### src/rtl/lcdrow_pkg.sv
package lcdrow_pkg;

  typedef enum logic [1:0] {
    LVL_REST     = 2'b00,
    LVL_LOW_MID  = 2'b01,
    LVL_HIGH_MID = 2'b10,
    LVL_TOP      = 2'b11
  } level_e;

  // Selected row swings between the outer levels; unselected rows between
  // the middle ones; polarity flips each frame; blanking parks at rest.
  function automatic level_e drive_code(input logic sel, input logic pol,
                                        input logic en);
    level_e c;
    if (!en)       c = LVL_REST;
    else if (sel)  c = pol ? LVL_REST : LVL_TOP;
    else           c = pol ? LVL_HIGH_MID : LVL_LOW_MID;
    return c;
  endfunction

endpackage

### src/rtl/lcdrow_edge.sv
module lcdrow_edge (
  input  logic clk,
  input  logic rst_n,
  input  logic scl,
  output logic fall
);
  logic scl_q;

  always_ff @(posedge clk) begin
    if (!rst_n) scl_q <= 1'b0;
    else        scl_q <= scl;
  end

  assign fall = rst_n & scl_q & ~scl;

  p_fall_only_r2: assert property (@(posedge clk) disable iff (!rst_n)
    fall |-> ($past(scl) && !scl));

endmodule

### src/rtl/lcdrow_chain.sv
module lcdrow_chain #(
  parameter int NUM_STAGES = 160
) (
  input  logic                  clk,
  input  logic                  rst_n,
  input  logic                  shift,
  input  logic                  dir_rev,
  input  logic                  split,
  input  logic                  in_a,
  input  logic                  in_b,
  input  logic                  in_c,
  output logic [NUM_STAGES-1:0] stage
);
  localparam int HALF = NUM_STAGES / 2;
  localparam int LAST = NUM_STAGES - 1;

  logic [NUM_STAGES-1:0] stage_q;
  logic [NUM_STAGES-1:0] nxt;

  for (genvar i = 0; i < NUM_STAGES; i++) begin : g_stage
    logic fwd_src;
    logic rev_src;
    if (i == 0) begin : g_f0
      assign fwd_src = in_a;
    end else if (i == HALF) begin : g_fh
      assign fwd_src = split ? in_c : stage_q[i-1];
    end else begin : g_fn
      assign fwd_src = stage_q[i-1];
    end
    if (i == LAST) begin : g_rl
      assign rev_src = split ? in_c : in_b;
    end else if (i == HALF - 1) begin : g_rh
      assign rev_src = split ? in_b : stage_q[i+1];
    end else begin : g_rn
      assign rev_src = stage_q[i+1];
    end
    assign nxt[i] = dir_rev ? rev_src : fwd_src;
  end

  always_ff @(posedge clk) begin
    if (!rst_n)     stage_q <= '0;
    else if (shift) stage_q <= nxt;
  end

  assign stage = stage_q;

  p_hold_r2: assert property (@(posedge clk) disable iff (!rst_n)
    !shift |=> $stable(stage_q));
  p_fwd_entry_r3: assert property (@(posedge clk) disable iff (!rst_n)
    (shift && !dir_rev && !split) |=>
      (stage_q[0] == $past(in_a)) && (stage_q[HALF] == $past(stage_q[HALF-1])));
  p_rev_entry_r4: assert property (@(posedge clk) disable iff (!rst_n)
    (shift && dir_rev && !split) |=>
      (stage_q[LAST] == $past(in_b)) && (stage_q[0] == $past(stage_q[1])));
  p_split_fwd_r5: assert property (@(posedge clk) disable iff (!rst_n)
    (shift && !dir_rev && split) |=>
      (stage_q[HALF] == $past(in_c)) && (stage_q[0] == $past(in_a)));
  p_split_rev_r6: assert property (@(posedge clk) disable iff (!rst_n)
    (shift && dir_rev && split) |=>
      (stage_q[HALF-1] == $past(in_b)) && (stage_q[LAST] == $past(in_c)));

endmodule

### src/rtl/lcdrow_levels.sv
module lcdrow_levels
  import lcdrow_pkg::*;
#(
  parameter int NUM_STAGES = 160
) (
  input  logic                    clk,
  input  logic                    rst_n,
  input  logic [NUM_STAGES-1:0]   stage,
  input  logic                    polarity,
  input  logic                    drive_en,
  output logic [2*NUM_STAGES-1:0] level
);
  localparam int CODE_W = 2;

  logic [CODE_W*NUM_STAGES-1:0] level_q;

  for (genvar i = 0; i < NUM_STAGES; i++) begin : g_out
    always_ff @(posedge clk) begin
      if (!rst_n) level_q[CODE_W*i +: CODE_W] <= LVL_REST;
      else        level_q[CODE_W*i +: CODE_W] <= drive_code(stage[i], polarity, drive_en);
    end
  end

  assign level = level_q;

  p_blank_r8: assert property (@(posedge clk) disable iff (!rst_n)
    !drive_en |=> (level_q == '0));
  p_top_r7: assert property (@(posedge clk) disable iff (!rst_n)
    (drive_en && !polarity && stage[0]) |=> (level_q[1:0] == 2'b11));
  p_highmid_r7: assert property (@(posedge clk) disable iff (!rst_n)
    (drive_en && polarity && !stage[0]) |=> (level_q[1:0] == 2'b10));

endmodule

### src/rtl/lcdrow_scan.sv
module lcdrow_scan #(
  parameter int NUM_STAGES = 160
) (
  input  logic                    clk,
  input  logic                    rst_n,
  input  logic                    scl,
  input  logic                    dir_rev,
  input  logic                    split_mode,
  input  logic                    ser_a_in,
  input  logic                    ser_b_in,
  input  logic                    ser_c_in,
  input  logic                    polarity,
  input  logic                    drive_en,
  output logic                    ser_a_out,
  output logic                    ser_a_oe,
  output logic                    ser_b_out,
  output logic                    ser_b_oe,
  output logic [2*NUM_STAGES-1:0] level
);
  localparam int LAST = NUM_STAGES - 1;

  logic                  shift_evt;
  logic [NUM_STAGES-1:0] stage;

  lcdrow_edge u_edge (
    .clk   (clk),
    .rst_n (rst_n),
    .scl   (scl),
    .fall  (shift_evt)
  );

  lcdrow_chain #(.NUM_STAGES(NUM_STAGES)) u_chain (
    .clk     (clk),
    .rst_n   (rst_n),
    .shift   (shift_evt),
    .dir_rev (dir_rev),
    .split   (split_mode),
    .in_a    (ser_a_in),
    .in_b    (ser_b_in),
    .in_c    (ser_c_in),
    .stage   (stage)
  );

  lcdrow_levels #(.NUM_STAGES(NUM_STAGES)) u_levels (
    .clk      (clk),
    .rst_n    (rst_n),
    .stage    (stage),
    .polarity (polarity),
    .drive_en (drive_en),
    .level    (level)
  );

  assign ser_b_out = stage[LAST];
  assign ser_a_out = stage[0];
  assign ser_b_oe  = ~dir_rev;
  assign ser_a_oe  = dir_rev;

  p_one_driver_r9: assert property (@(posedge clk) disable iff (!rst_n)
    $onehot({ser_a_oe, ser_b_oe}));
  p_cascade_r9: assert property (@(posedge clk) disable iff (!rst_n)
    (shift_evt && !dir_rev && !split_mode) |=> (ser_b_out == $past(stage[LAST-1])));

endmodule

### config.mk
export PLATFORM = sky130hd
export DESIGN_NAME = lcdrow_scan
export DESIGN_NICKNAME = d
export VERILOG_FILES = /design/src/rtl/lcdrow_pkg.sv /design/src/rtl/lcdrow_edge.sv /design/src/rtl/lcdrow_chain.sv /design/src/rtl/lcdrow_levels.sv /design/src/rtl/lcdrow_scan.sv
export SDC_FILE = /design/constraint.sdc
export NUM_CORES = 1
export LEC_CHECK = 0
export ABC_AREA = 1
export ABC_CLOCK_PERIOD_IN_PS = 14700
export BUFFER_PORTS_ARGS = -buffer_cell sky130_fd_sc_hd__buf_4
export CORE_MARGIN = 2
export CORE_UTILIZATION = 50
export CTS_CLUSTER_DIAMETER = 80
export DETAILED_ROUTE_END_ITERATION = 12
export GPL_TIMING_DRIVEN = 1
export PLACE_DENSITY = 0.8
export SETUP_SLACK_MARGIN = 0.1
export SYNTH_ARGS = -nofsm -noshare
export SYNTH_HDL_FRONTEND = slang
export SYNTH_SLANG_ARGS = --single-unit
### constraint.sdc
create_clock -name clk -period 14.7 [get_ports clk]
set_input_delay 0.735 -clock clk [delete_from_list [all_inputs] [get_ports clk]]
set_output_delay 0.735 -clock clk [all_outputs]
set_load 0.005 [all_outputs]
==> reports/summary.md, run 1 <==
### Status
- **outcome** finished, final reports clean

### Clock tree
- **number of buffers inserted during clock tree synthesis** 50
- **clock tree root driver cell** clkbuf_16
- **Post-CTS Setup Repair Bufs** 0
- **PostCTS Resize Cnt** 0
- **number of sinks on the clock net** 481
- **number of buffers inserted for hold repair after clock tree synthesis** 0
- **Worst-Skew Late Latency** 0.58 ns
- **TritonCTS clock tree** yes
- **clock buffer depth** 3
- **Reg clk slew, reported paths** 0.06 ns
- **number of H-tree levels** 2

### Power and ir drop
- **overall power consumption** 2910 uW
- **leakage power total** 0.0126 uW
- **switch share** 24.0%
- **PwrDens** 116 nW/um2
- **Internal Pwr Total** 2210 uW
- **Worst IR Drop VDD** 0.0946 mV
- **Sw Pwr** 699 uW
- **sequential share of power** 47.8%
- **clock share of power** 43.4%
- **share of power burned in combinational logic** 8.7%

### Setup path
- **worst-path fanout max** 114
- **endpoint of the lowest-slack register-to-register path** u_chain.stage[113]$_SDFFE_PN0P_
- **category of the most critical setup path** in -> reg
- **Reg2Reg Depth** 4
- **Crit. Startpoint** rst_n
- **arrival time at the worst endpoint** 3.28 ns
- **delay contributed by the slowest stage of the critical path** 0.86 ns
- **timing endpoint of the critical path** u_chain.stage[15]$_SDFFE_PN0P_
- **cell with the largest stage delay on the worst path** buf_4
- **Critical Path Sink Type** flip-flop
- **Worst R2R Setup Slack** 12.36 ns
- **Req. time, crit path** 15.21 ns
- **cell occurring most often along the worst timing path** buf_4
- **CP Launch Type** primary input
- **chain of cells forming the critical path** buf_4, buf_4, nand2_2, nor2_4, buf_4, o21ai_0, nor2_1
- **start of the worst register-to-register path** u_edge.scl_q$_SDFF_PN0_

### Global routing
- **GR Util All Layers** 21.4%
- **first-pass GRT wire length** 77700 um
- **GRT Residual Overflow** 0
- **largest net degree at the start of global routing** 144
- **number of antenna violations at the first check in global routing** 1
- **vias in the first global route** 15806

### Timing
- **final critical-path setup slack** 11.92 ns
- **final hold violation count** 0
- **clock skew** 0.0124 ns
- **final-report max-slew violation count** 0
- **post-route minimum period** 2.78 ns
- **slew at the pin closest to its max-slew limit** 1.22 ns
- **setup repair after global routing missed its margin** no
- **Final setup violation count** 0
- **part of the cycle the worst path needs** 18.9%
- **Slew Limit Headroom** 18.7%
- **achievable frequency** 360 MHz
- **sum of negative setup slack** 0 ns

### Synthesis
- **Synth Net Count** 2873
- **post-synthesis cell type with the largest combined area** dfxtp_1
- **Top FF cell, synth** dfxtp_1
- **Yosys top cell area share** 46.2%
- **post-synthesis cell area** 20800 um2
- **commonest cells in the netlist** nor2_1 (796), dfxtp_1 (481), inv_1 (327)
- **sequential fraction of the synthesis area** 46.2%
- **most repeated cell in the gate-level netlist after synthesis** nor2_1
- **Cell variety after synth** 20
- **average cell area after synthesis** 8.20 um2
- **leading post-synthesis cells by cell area** dfxtp_1 (46%), ha_1 (19%), nor2_1 (14%)
- **Synthesis Warnings** 0
- **fraction of registers with async set/reset** 0%
- **number of enable flip-flop cells after synthesis** 0
- **synthesized flop and latch total** 481
- **number of instances in the synthesized netlist** 2543

### Finish
- **area growth from synthesis to layout** 20.1%
- **proportion of layout cells with a drive suffix above 1** 14.9%
- **final layout net count** 3145
- **fin util** 61.0%
- **Final Instance Count excl. Fillers** 3385
- **fillcell total** 3404

### Detailed routing
- **vias** 16200
- **number of vias per cell** 4.79
- **mean routed wirelength per cell** 13.8 um
- **Final Routed Wirelength** 46600 um
- **Initial DRC Count** 1019
- **DRC violation count after routing** 0
- **number of iterations in the first detailed-routing pass** 5
- **Final ANT Viol Nets** 0

### Placed design
- **sum of net half-perimeters after detailed placement** 30000 um
- **number of buffer cells added on primary ports** 333
- **gpl congestion** 0.817
- **pre-CTS setup slack** 11.28 ns
- **DP Cell Count** 3295

### Floorplanning
- **Die H** 208 um
- **number of top-level design ports** 334
- **number of core rows** 74
- **starting density of the core** 50.8%
- **floorplan die width** 208 um
- **placeable core region** 41000 um2
- **DIE AREA** 43300 um2

### Hold path
- **hold path depth** 3
- **worst hold path type** in -> reg

### Run
- **max-capacitance violation count** 0

[worst min path at each step]
stage,end,slack [ns],start
3_5_place_dp,u_chain.stage[79]$_SDFFE_PN0P_,0.54,u_chain.stage[79]$_SDFFE_PN0P_
6_report,u_edge.scl_q$_SDFF_PN0_,0.38,scl
4_1_cts,u_edge.scl_q$_SDFF_PN0_,0.35,scl
2_1_floorplan,u_chain.stage[79]$_SDFFE_PN0P_,0.49,u_chain.stage[79]$_SDFFE_PN0P_
3_3_place_gp,u_chain.stage[79]$_SDFFE_PN0P_,0.51,u_chain.stage[79]$_SDFFE_PN0P_
5_1_grt,u_edge.scl_q$_SDFF_PN0_,0.40,scl
[cell type report]
class	instances	area, um2	share of cell area, %
clock buffer	72	1440	5.73
timing repair buffer	343	2580	10.3
tap	532	666	2.66
clock inverter	17	203	0.810
antenna	1	2.50	0.00999
multi-input combinational	1612	9290	37.1
inverter	327	1230	4.93
sequential	481	9630	38.5
[worst max-delay path: cells and delay by family]
| family | cells | cell delay (ns) |
|---|---|---|
| buffers and inverters | 3 | 1.89 |
| and+or+nand+nor | 3 | 0.41 |
| AOI/OAI and AO/OA | 1 | 0.20 |
[power groups by stage]
stage / clock network, uW / logic [uW] / registers (uW)
after floorplan: 0 / 152 / 1410
after global placement: 0 / 246 / 1420
after detailed placement: 0 / 255 / 1420
after CTS: 1290 / 258 / 1390
after global routing: 1350 / 295 / 1400
final: 1270 / 255 / 1390
[state kept, by name, indices dropped and copies added, names as in the netlist]
name / cells
u_levels.level: 320
u_chain.stage: 160
u_edge.scl_q: 1
[cell families (layout without fill, tap and decap cells)]
group                    Yosys count  in the layout  share of synthesized area [%]
AO/OA/AOI/OAI                    315            315                           7.56
adder cells (fa/ha/maj)          320            320                           19.2
buffers and inverters            450            759                           9.31
flip-flops                       481            481                           46.2
other                              0              1                              0
AND/OR/NAND/NOR                  977            977                           17.7
[layout by cell type, fill, tap and decap left out, drive strengths merged]
cell,netlist,final
a21oi,1,1
buf,85,343
bufinv,0,4
clkbuf,38,72
clkinv,0,10
clkinvlp,0,1
dfxtp,481,481
diode,0,1
ha,320,320
inv,327,329
nand2,173,173
nand3,7,7
nor2,797,797
o21ai,314,314
[routing by layer]
metal  GRT usage (%)  vias to the layer above  routed length [um]
li1                -                     8284                   -
met1            26.6                     7345               20300
met2            35.4                      450               21400
met3            4.91                      121                2900
met4            9.90                        0                1970
met5               0                        -                   0
[metrics by stage]
| stage | instance area, um2 | hold WS [ns] |
|---|---|---|
| after floorplan | 20900 | 0.489 |
| after global placement | 23400 | 0.511 |
| after detailed placement | 23400 | 0.535 |
| after CTS | 25000 | 0.350 |
| after global routing | 25000 | 0.397 |
| final | 25000 | 0.380 |
No activity file was read; power rests on OpenSTA's default activity.
==> run 2: changes to the inputs <==
- ABC_AREA: 1 -> 0
- ABC_CLOCK_PERIOD_IN_PS: 14700 -> 2600
- clock period: 14.7 -> 2.6 ns (I/O delays scaled with it)
==> reports/summary.md, run 2 <==
### Synthesis
- **post-synthesis cell type with the largest combined area** dfxtp_1, unchanged
- **average cell area after synthesis** 10.3 um2, was 8.20 um2
- **compound-cell area share of the yosys netlist** 16.3%, was 7.56%
- **XOR/XNOR share of the synthesized area** 0%, unchanged
- **mux cell area share after synthesis** 0.0470%, was 0%
- **largest family of logic cells by synthesized area** adder cells, unchanged
- **post-synthesis cell area** 21300 um2, was 20800 um2
- **leading post-synthesis cells by cell area** dfxtp_1 (45%), ha_1 (19%), o211ai_2 (8.0%), was dfxtp_1 (46%), ha_1 (19%), nor2_1 (14%)
- **post-synthesis share of cell area spent on and, or, nand and nor gates** 13.3%, was 17.7%
- **most repeated cell in the gate-level netlist after synthesis** dfxtp_1, was nor2_1
- **sequential fraction of the synthesis area** 45.2%, was 46.2%
- **Yosys top cell area share** 45.2%, was 46.2%
- **synthesized flop and latch total** 481, unchanged
- **Cell variety after synth** 21, was 20
- **adder-cell share of the synthesized area** 18.8%, was 19.2%
- **fraction of registers with async set/reset** 0%, unchanged
- **number of instances in the synthesized netlist** 2075, was 2543
- **commonest cells in the netlist** dfxtp_1 (481), ha_1 (320), nor2_1 (320), was nor2_1 (796), dfxtp_1 (481), inv_1 (327)
- **Synthesis Warnings** 0, unchanged
- **number of enable flip-flop cells after synthesis** 0, unchanged
- **Top FF cell, synth** dfxtp_1, unchanged
- **Synth Net Count** 2405, was 2873

### Finish
- **finished layout cell area** 25800 um2, was 25000 um2
- **area growth from synthesis to layout** 21.2%, was 20.1%
- **final layout net count** 2677, was 3145
- **diode count** 0, was 1
- **number of flip-flops under the largest register name** 320, unchanged
- **most common cell after layout, fill and taps aside** dfxtp_1, was nor2_1
- **proportion of layout cells with a drive suffix above 1** 23.9%, was 14.9%
- **highest-count cells in the layout ignoring fill and taps** dfxtp_1 (481), buf_4 (338), nor2_1 (320), ha_1 (320), nand2_1 (162), was nor2_1 (796), dfxtp_1 (481), buf_4 (342)

### Power and ir drop
- **Worst IR Drop VDD** 0.492 mV, was 0.0946 mV
- **overall power consumption** 16400 uW, was 2910 uW
- **leakage power total** 0.0135 uW, was 0.0126 uW
- **PwrDens** 636 nW/um2, was 116 nW/um2

### Timing
- **achievable frequency** 564 MHz
- **clock skew** 0.0194 ns, was 0.0124 ns
- **final hold violation count** 0, unchanged
- **sum of negative setup slack** 0 ns, unchanged
- **part of the cycle the worst path needs** 68.2%
- **final worst hold slack** 0.0631 ns, was 0.380 ns
- **final-report max-slew violation count** 0, unchanged
- **Final setup violation count** 0, unchanged
- **Slew Limit Headroom** 28.5%, was 18.7%
- **post-route minimum period** 1.77 ns
- **setup repair after global routing missed its margin** no, unchanged
- **slew at the pin closest to its max-slew limit** 1.07 ns, was 1.22 ns

### Status
- **outcome** finished, final reports clean, unchanged

### Floorplanning
- **starting density of the core** 50.7%, was 50.8%
- **Die H** 210 um, was 208 um
- **number of core rows** 75, was 74
- **placeable core region** 42000 um2, was 41000 um2
- **floorplan die width** 210 um, was 208 um
- **number of top-level design ports** 334, unchanged
- **DIE AREA** 44300 um2, was 43300 um2

### Clock tree
- **Post-CTS Setup Repair Bufs** 0, unchanged
- **clock tree root driver cell** clkbuf_16, unchanged
- **Reg clk slew, reported paths** 0.06 ns, about the same
- **number of sinks on the clock net** 481, unchanged
- **number of H-tree levels** 2, unchanged
- **TritonCTS clock tree** yes, unchanged
- **number of buffers inserted during clock tree synthesis** 50, unchanged
- **clock buffer depth** 3, unchanged
- **Worst-Skew Late Latency** 0.58 ns, about the same

### Setup path
- **Req. time, crit path** 3.06 ns, was 15.21 ns
- **worst-path fanout max** 44, was 114
- **CP Launch Type** primary input, unchanged
- **Critical Path Sink Type** flip-flop, unchanged
- **arrival time at the worst endpoint** 2.23 ns, was 3.28 ns
- **category of the most critical setup path** in -> reg, unchanged

### Global routing
- **GRT Residual Overflow** 0, unchanged
- **vias in the first global route** 14911, was 15806
- **largest net degree at the start of global routing** 194, was 144
- **first-pass GRT wire length** 79000 um, was 77700 um
- **GR Util All Layers** 21.9%, was 21.4%
- **number of antenna violations at the first check in global routing** 0, was 1

### Detailed routing
- **Final Routed Wirelength** 49700 um, was 46600 um
- **DRC violation count after routing** 0, unchanged
- **number of vias per cell** 5.21, was 4.79
- **mean routed wirelength per cell** 17.0 um, was 13.8 um
- **number of iterations in the first detailed-routing pass** 5, unchanged
- **Final ANT Viol Nets** 0, unchanged
- **vias** 15231, was 16200
- **Initial DRC Count** 840, was 1019

### Hold path
- **worst hold path type** in -> reg, unchanged

### Placed design
- **number of buffer cells added on primary ports** 333, unchanged
- **standard cell area after detailed placement** 24100 um2, was 23400 um2
- **sum of net half-perimeters after detailed placement** 31600 um, was 30000 um
- **gpl congestion** 0.826, was 0.817

### Run
- **max-capacitance violation count** 0, unchanged

## run 2: changes by cell type after synthesis, sizes merged, moves of 156 or more
cell	change
nor2	-477
o21ai	-311
inv	-165
and3	+161
o211a	+159
o211ai	+156
## run 2: through the flow
step / worst slack, ns / instances / utilization [%]
2_1_floorplan: -2.53 / 2075 / -
3_3_place_gp: 0.932 / 2827 / 57.4
3_5_place_dp: 0.883 / 2827 / 57.4
4_1_cts: 0.915 / 2921 / 61.4
5_1_grt: 0.775 / 2921 / 61.4
6_report: 0.827 / 2921 / 61.4
## run 2: final cells by class
class / count / area, um2
Clock buffer: 73 / 1440
Sequential cell: 481 / 9630
Inverter: 162 / 612
Timing Repair Buffer: 363 / 2960
Multi-Input combinational cell: 1289 / 10300
Fill cell: 3329 / 16200
Tap cell: 539 / 674
Clock inverter: 14 / 165
## run 2: kinds of logic after synthesis
kind of cell    count (synthesis)
compound gates                321
buf+inv                       305
simple gates                  647
flops                         481
mux                             1
fa+ha+maj                     320
## run 2: critical path, cell delays in order
cell and delay, ns:
dlygate4sd3_1 0.57, buf_8 0.20, and3b_4 0.43, buf_4 0.52, o211ai_2 0.18, o211a_1 0.17
## run 2: repair_timing
item / CTS / global route
resized for setup: 0 / 0
hold buffers: 7 / 0
endpoints found under the hold margin: 26 / 0
setup endpoints to repair: 0 / 0
## run 2: power breakdown
part           internal, uW  switching [uW]  leakage (uW)  total, uW
clock network          4120            2900      0.000785       7020
registers              7690             183       0.00394       7870
logic                   680             854       0.00875       1530
total                 12500            3940        0.0135      16400
## run 2: final timing paths
check / startpoint / end / slack, ns / depth (start not counted)
worst max-delay path: rst_n / u_chain.stage[86]$_SDFFE_PN0P_ / 0.83 / 6
worst min-delay path: drive_en / u_levels.level[175]$_SDFF_PN0_ / 0.06 / 2
worst max register to register: u_edge.scl_q$_SDFF_PN0_ / u_chain.stage[86]$_SDFFE_PN0P_ / 0.90 / 4
worst min register to register: u_chain.stage[80]$_SDFFE_PN0P_ / u_chain.stage[80]$_SDFFE_PN0P_ / 0.53 / 2
## run 2: layer usage
metal	global-route usage [%]	wire, um	part of all wire, %	up-vias
met1	28.1	22200	45	7294
li1	-	-	-	7515
met2	36.5	23400	47	341
met4	7.02	1330	2.7	0
met3	5.08	2840	5.7	81
met5	0	0	0	-
==> run 3: changes to the inputs <==
- ABC_AREA: 0 -> 1
- ABC_CLOCK_PERIOD_IN_PS: 2600 -> 1500
- PLACE_DENSITY: 0.8 -> 0.83
- clock period: 2.6 -> 1.5 ns (I/O delays scaled with it)
==> reports/summary.md, run 3 (same netlist as run 1, synthesis figures left out) <==
### Setup path
- **start of the worst register-to-register path** u_edge.scl_q$_SDFF_PN0_, unchanged
- **arrival time at the worst endpoint** 1.83 ns, was 2.23 ns
- **worst-path fanout max** 43, was 44
- **category of the most critical setup path** reg -> reg, was in -> reg
- **Reg2Reg Depth** 6, was 4
- **Req. time, crit path** 2.01 ns, was 3.06 ns
- **Critical Path Sink Type** flip-flop, unchanged
- **CP Launch Type** flip-flop, was primary input
- **Worst R2R Setup Slack** 0.17 ns, was 0.90 ns
- **endpoint of the lowest-slack register-to-register path** u_chain.stage[118]$_SDFFE_PN0P_, was u_chain.stage[86]$_SDFFE_PN0P_

### Finish
- **diode count** 0, unchanged
- **fillcell total** 3138, was 3329
- **most common cell after layout, fill and taps aside** nor2_1, was dfxtp_1
- **number of flip-flops under the largest register name** 320, unchanged
- **finished layout cell area** 26000 um2, was 25800 um2
- **final layout net count** 3212, was 2677
- **area growth from synthesis to layout** 24.5%, was 21.2%
- **Final Instance Count excl. Fillers** 3455, was 2921
- **highest-count cells in the layout ignoring fill and taps** nor2_1 (796), dfxtp_1 (480), buf_4 (375), was dfxtp_1 (481), buf_4 (338), nor2_1 (320), ha_1 (320), nand2_1 (162)
- **proportion of layout cells with a drive suffix above 1** 16.8%, was 23.9%

### Global routing
- **vias in the first global route** 17003, was 14911
- **number of antenna violations at the first check in global routing** 0, unchanged
- **GR Util All Layers** 22.7%, was 21.9%
- **largest net degree at the start of global routing** 162, was 194
- **GRT Residual Overflow** 0, unchanged
- **first-pass GRT wire length** 82100 um, was 79000 um

### Hold path
- **hold path depth** 5, was 2
- **worst hold path type** in -> reg, unchanged
- **end point of the worst hold path** u_chain.stage[38]$_SDFFE_PN0P_, was u_levels.level[175]$_SDFF_PN0_
- **launch instance of the worst min-delay path** dir_rev, was drive_en

### Clock tree
- **clock buffer depth** 3, unchanged
- **number of buffers inserted during clock tree synthesis** 50, unchanged
- **number of H-tree levels** 2, unchanged
- **number of sinks on the clock net** 481, unchanged
- **clock tree root driver cell** clkbuf_16, unchanged
- **Reg clk slew, reported paths** 0.06 ns, about the same
- **Worst-Skew Late Latency** 0.57 ns, was 0.58 ns
- **TritonCTS clock tree** yes, unchanged

### Timing
- **part of the cycle the worst path needs** 88.6%
- **achievable frequency** 752 MHz
- **setup repair after global routing missed its margin** yes, was no
- **Slew Limit Headroom** 56.9%, was 28.5%
- **final-report max-slew violation count** 0, unchanged
- **final critical-path setup slack** 0.171 ns, was 0.827 ns
- **final hold violation count** 0, unchanged
- **slew at the pin closest to its max-slew limit** 0.647 ns, was 1.07 ns
- **final worst hold slack** 0.0346 ns, was 0.0631 ns
- **Final setup violation count** 0, unchanged
- **post-route minimum period** 1.33 ns
- **clock skew** 0.00993 ns, was 0.0194 ns

### Power and ir drop
- **clock share of power** 44.1%, was 42.7%
- **sequential share of power** 46.5%, was 47.9%
- **overall power consumption** 29400 uW, was 16400 uW
- **Internal Pwr Total** 22300 uW, was 12500 uW
- **leakage power total** 0.0130 uW, was 0.0135 uW
- **switch share** 24.2%, was 24.0%
- **Worst IR Drop VDD** 1.08 mV, was 0.492 mV
- **Sw Pwr** 7100 uW, was 3940 uW
- **share of power burned in combinational logic** 9.4%, was 9.3%
- **PwrDens** 1130 nW/um2, was 636 nW/um2

### Placed design
- **sum of net half-perimeters after detailed placement** 33000 um, was 31600 um
- **DP Cell Count** 3346, was 2827
- **gpl congestion** 0.861, was 0.826
- **number of buffer cells added on primary ports** 333, unchanged
- **standard cell area after detailed placement** 24000 um2, was 24100 um2
- **pre-CTS setup slack** 0.156 ns, was 0.883 ns

### Floorplanning
- **placeable core region** 41000 um2, was 42000 um2
- **number of core rows** 74, was 75
- **floorplan die width** 208 um, was 210 um
- **number of top-level design ports** 334, unchanged
- **DIE AREA** 43300 um2, was 44300 um2
- **starting density of the core** 50.8%, was 50.7%
- **Die H** 208 um, was 210 um

### Detailed routing
- **mean routed wirelength per cell** 14.6 um, was 17.0 um
- **number of vias per cell** 4.90, was 5.21
- **Initial DRC Count** 977, was 840
- **Final ANT Viol Nets** 0, unchanged
- **DRC violation count after routing** 0, unchanged
- **vias** 16928, was 15231
- **number of iterations in the first detailed-routing pass** 5, unchanged
- **Final Routed Wirelength** 50500 um, was 49700 um

### Run
- **max-capacitance violation count** 0, unchanged

### Status
- **outcome** finished, final reports clean, unchanged

==> run 3: cell types whose count changed in the layout (fill, tap and decap cells not counted), sizes merged, moves of 40 or more <==
cell / before / now
o211ai: 156 / 0
o21ai: 3 / 314
and3: 161 / 0
nor2: 320 / 797
buf: 356 / 396
o211a: 159 / 0
inv: 162 / 327
==> run 3: final cells by class <==
type | count | area, um2 | area share [%]
Timing Repair Buffer | 410 | 3400 | 13.1
Sequential cell | 481 | 9630 | 37.1
Inverter | 327 | 1230 | 4.74
Clock inverter | 27 | 297 | 1.14
Multi-Input combinational cell | 1612 | 9290 | 35.8
Clock buffer | 66 | 1460 | 5.60
Tap cell | 532 | 666 | 2.56
==> run 3: repair_timing <==
action,in CTS,in global routing
hold buffers,13,0
endpoints found under the setup margin,0,37
resized for setup,0,1
buffers inserted,0,2
hold endpoints to repair,42,0
==> run 3: power groups by stage <==
| stage | Combinational, uW | Clock, uW | Sequential, uW |
|---|---|---|---|
| 3_5_place_dp | 2690 | 0 | 13900 |
| 2_1_floorplan | 1480 | 0 | 13900 |
| 6_report | 2760 | 12900 | 13700 |
| 4_1_cts | 2760 | 13200 | 13600 |
| 3_3_place_gp | 2580 | 0 | 13900 |
| 5_1_grt | 3130 | 13700 | 13700 |
==> run 3: worst max-delay path by stage <==
stage / slack (ns) / to / cells after the start / startpoint
5_1_grt: 0.08 / u_chain.stage[122]$_SDFFE_PN0P_ / 6 / u_edge.scl_q$_SDFF_PN0_
6_report: 0.17 / u_chain.stage[118]$_SDFFE_PN0P_ / 6 / u_edge.scl_q$_SDFF_PN0_
3_5_place_dp: 0.16 / u_chain.stage[33]$_SDFFE_PN0P_ / 5 / u_edge.scl_q$_SDFF_PN0_
3_3_place_gp: 0.24 / u_levels.level[185]$_SDFF_PN0_ / 7 / polarity
2_1_floorplan: -3.56 / u_levels.level[101]$_SDFF_PN0_ / 4 / polarity
4_1_cts: 0.13 / u_chain.stage[23]$_SDFFE_PN0P_ / 5 / u_edge.scl_q$_SDFF_PN0_
==> run 3: layer usage <==
layer | global-route usage (%) | wire length (um)
met2 | 40.1 | 24600
met3 | 3.97 | 2900
met4 | 11.9 | 2050
met1 | 26.3 | 20900
met5 | 0 | 0
==> run 3: worst max-delay path: stages (launching register included) <==
cell and delay (ns):
dfxtp_1 0.39, nand2_2 0.09, nor2_4 0.14, buf_12 0.14, clkbuf_16 0.25, o21ai_0 0.12
nor2_1 0.13
==> run 3: stage by stage <==
stage / setup TNS, ns / utilization, %
after floorplan: -1129.87 / -
after global placement: 0 / 58.6
after detailed placement: 0 / 58.6
after CTS: 0 / 63.1
after global routing: 0 / 63.3
final: 0 / 63.3
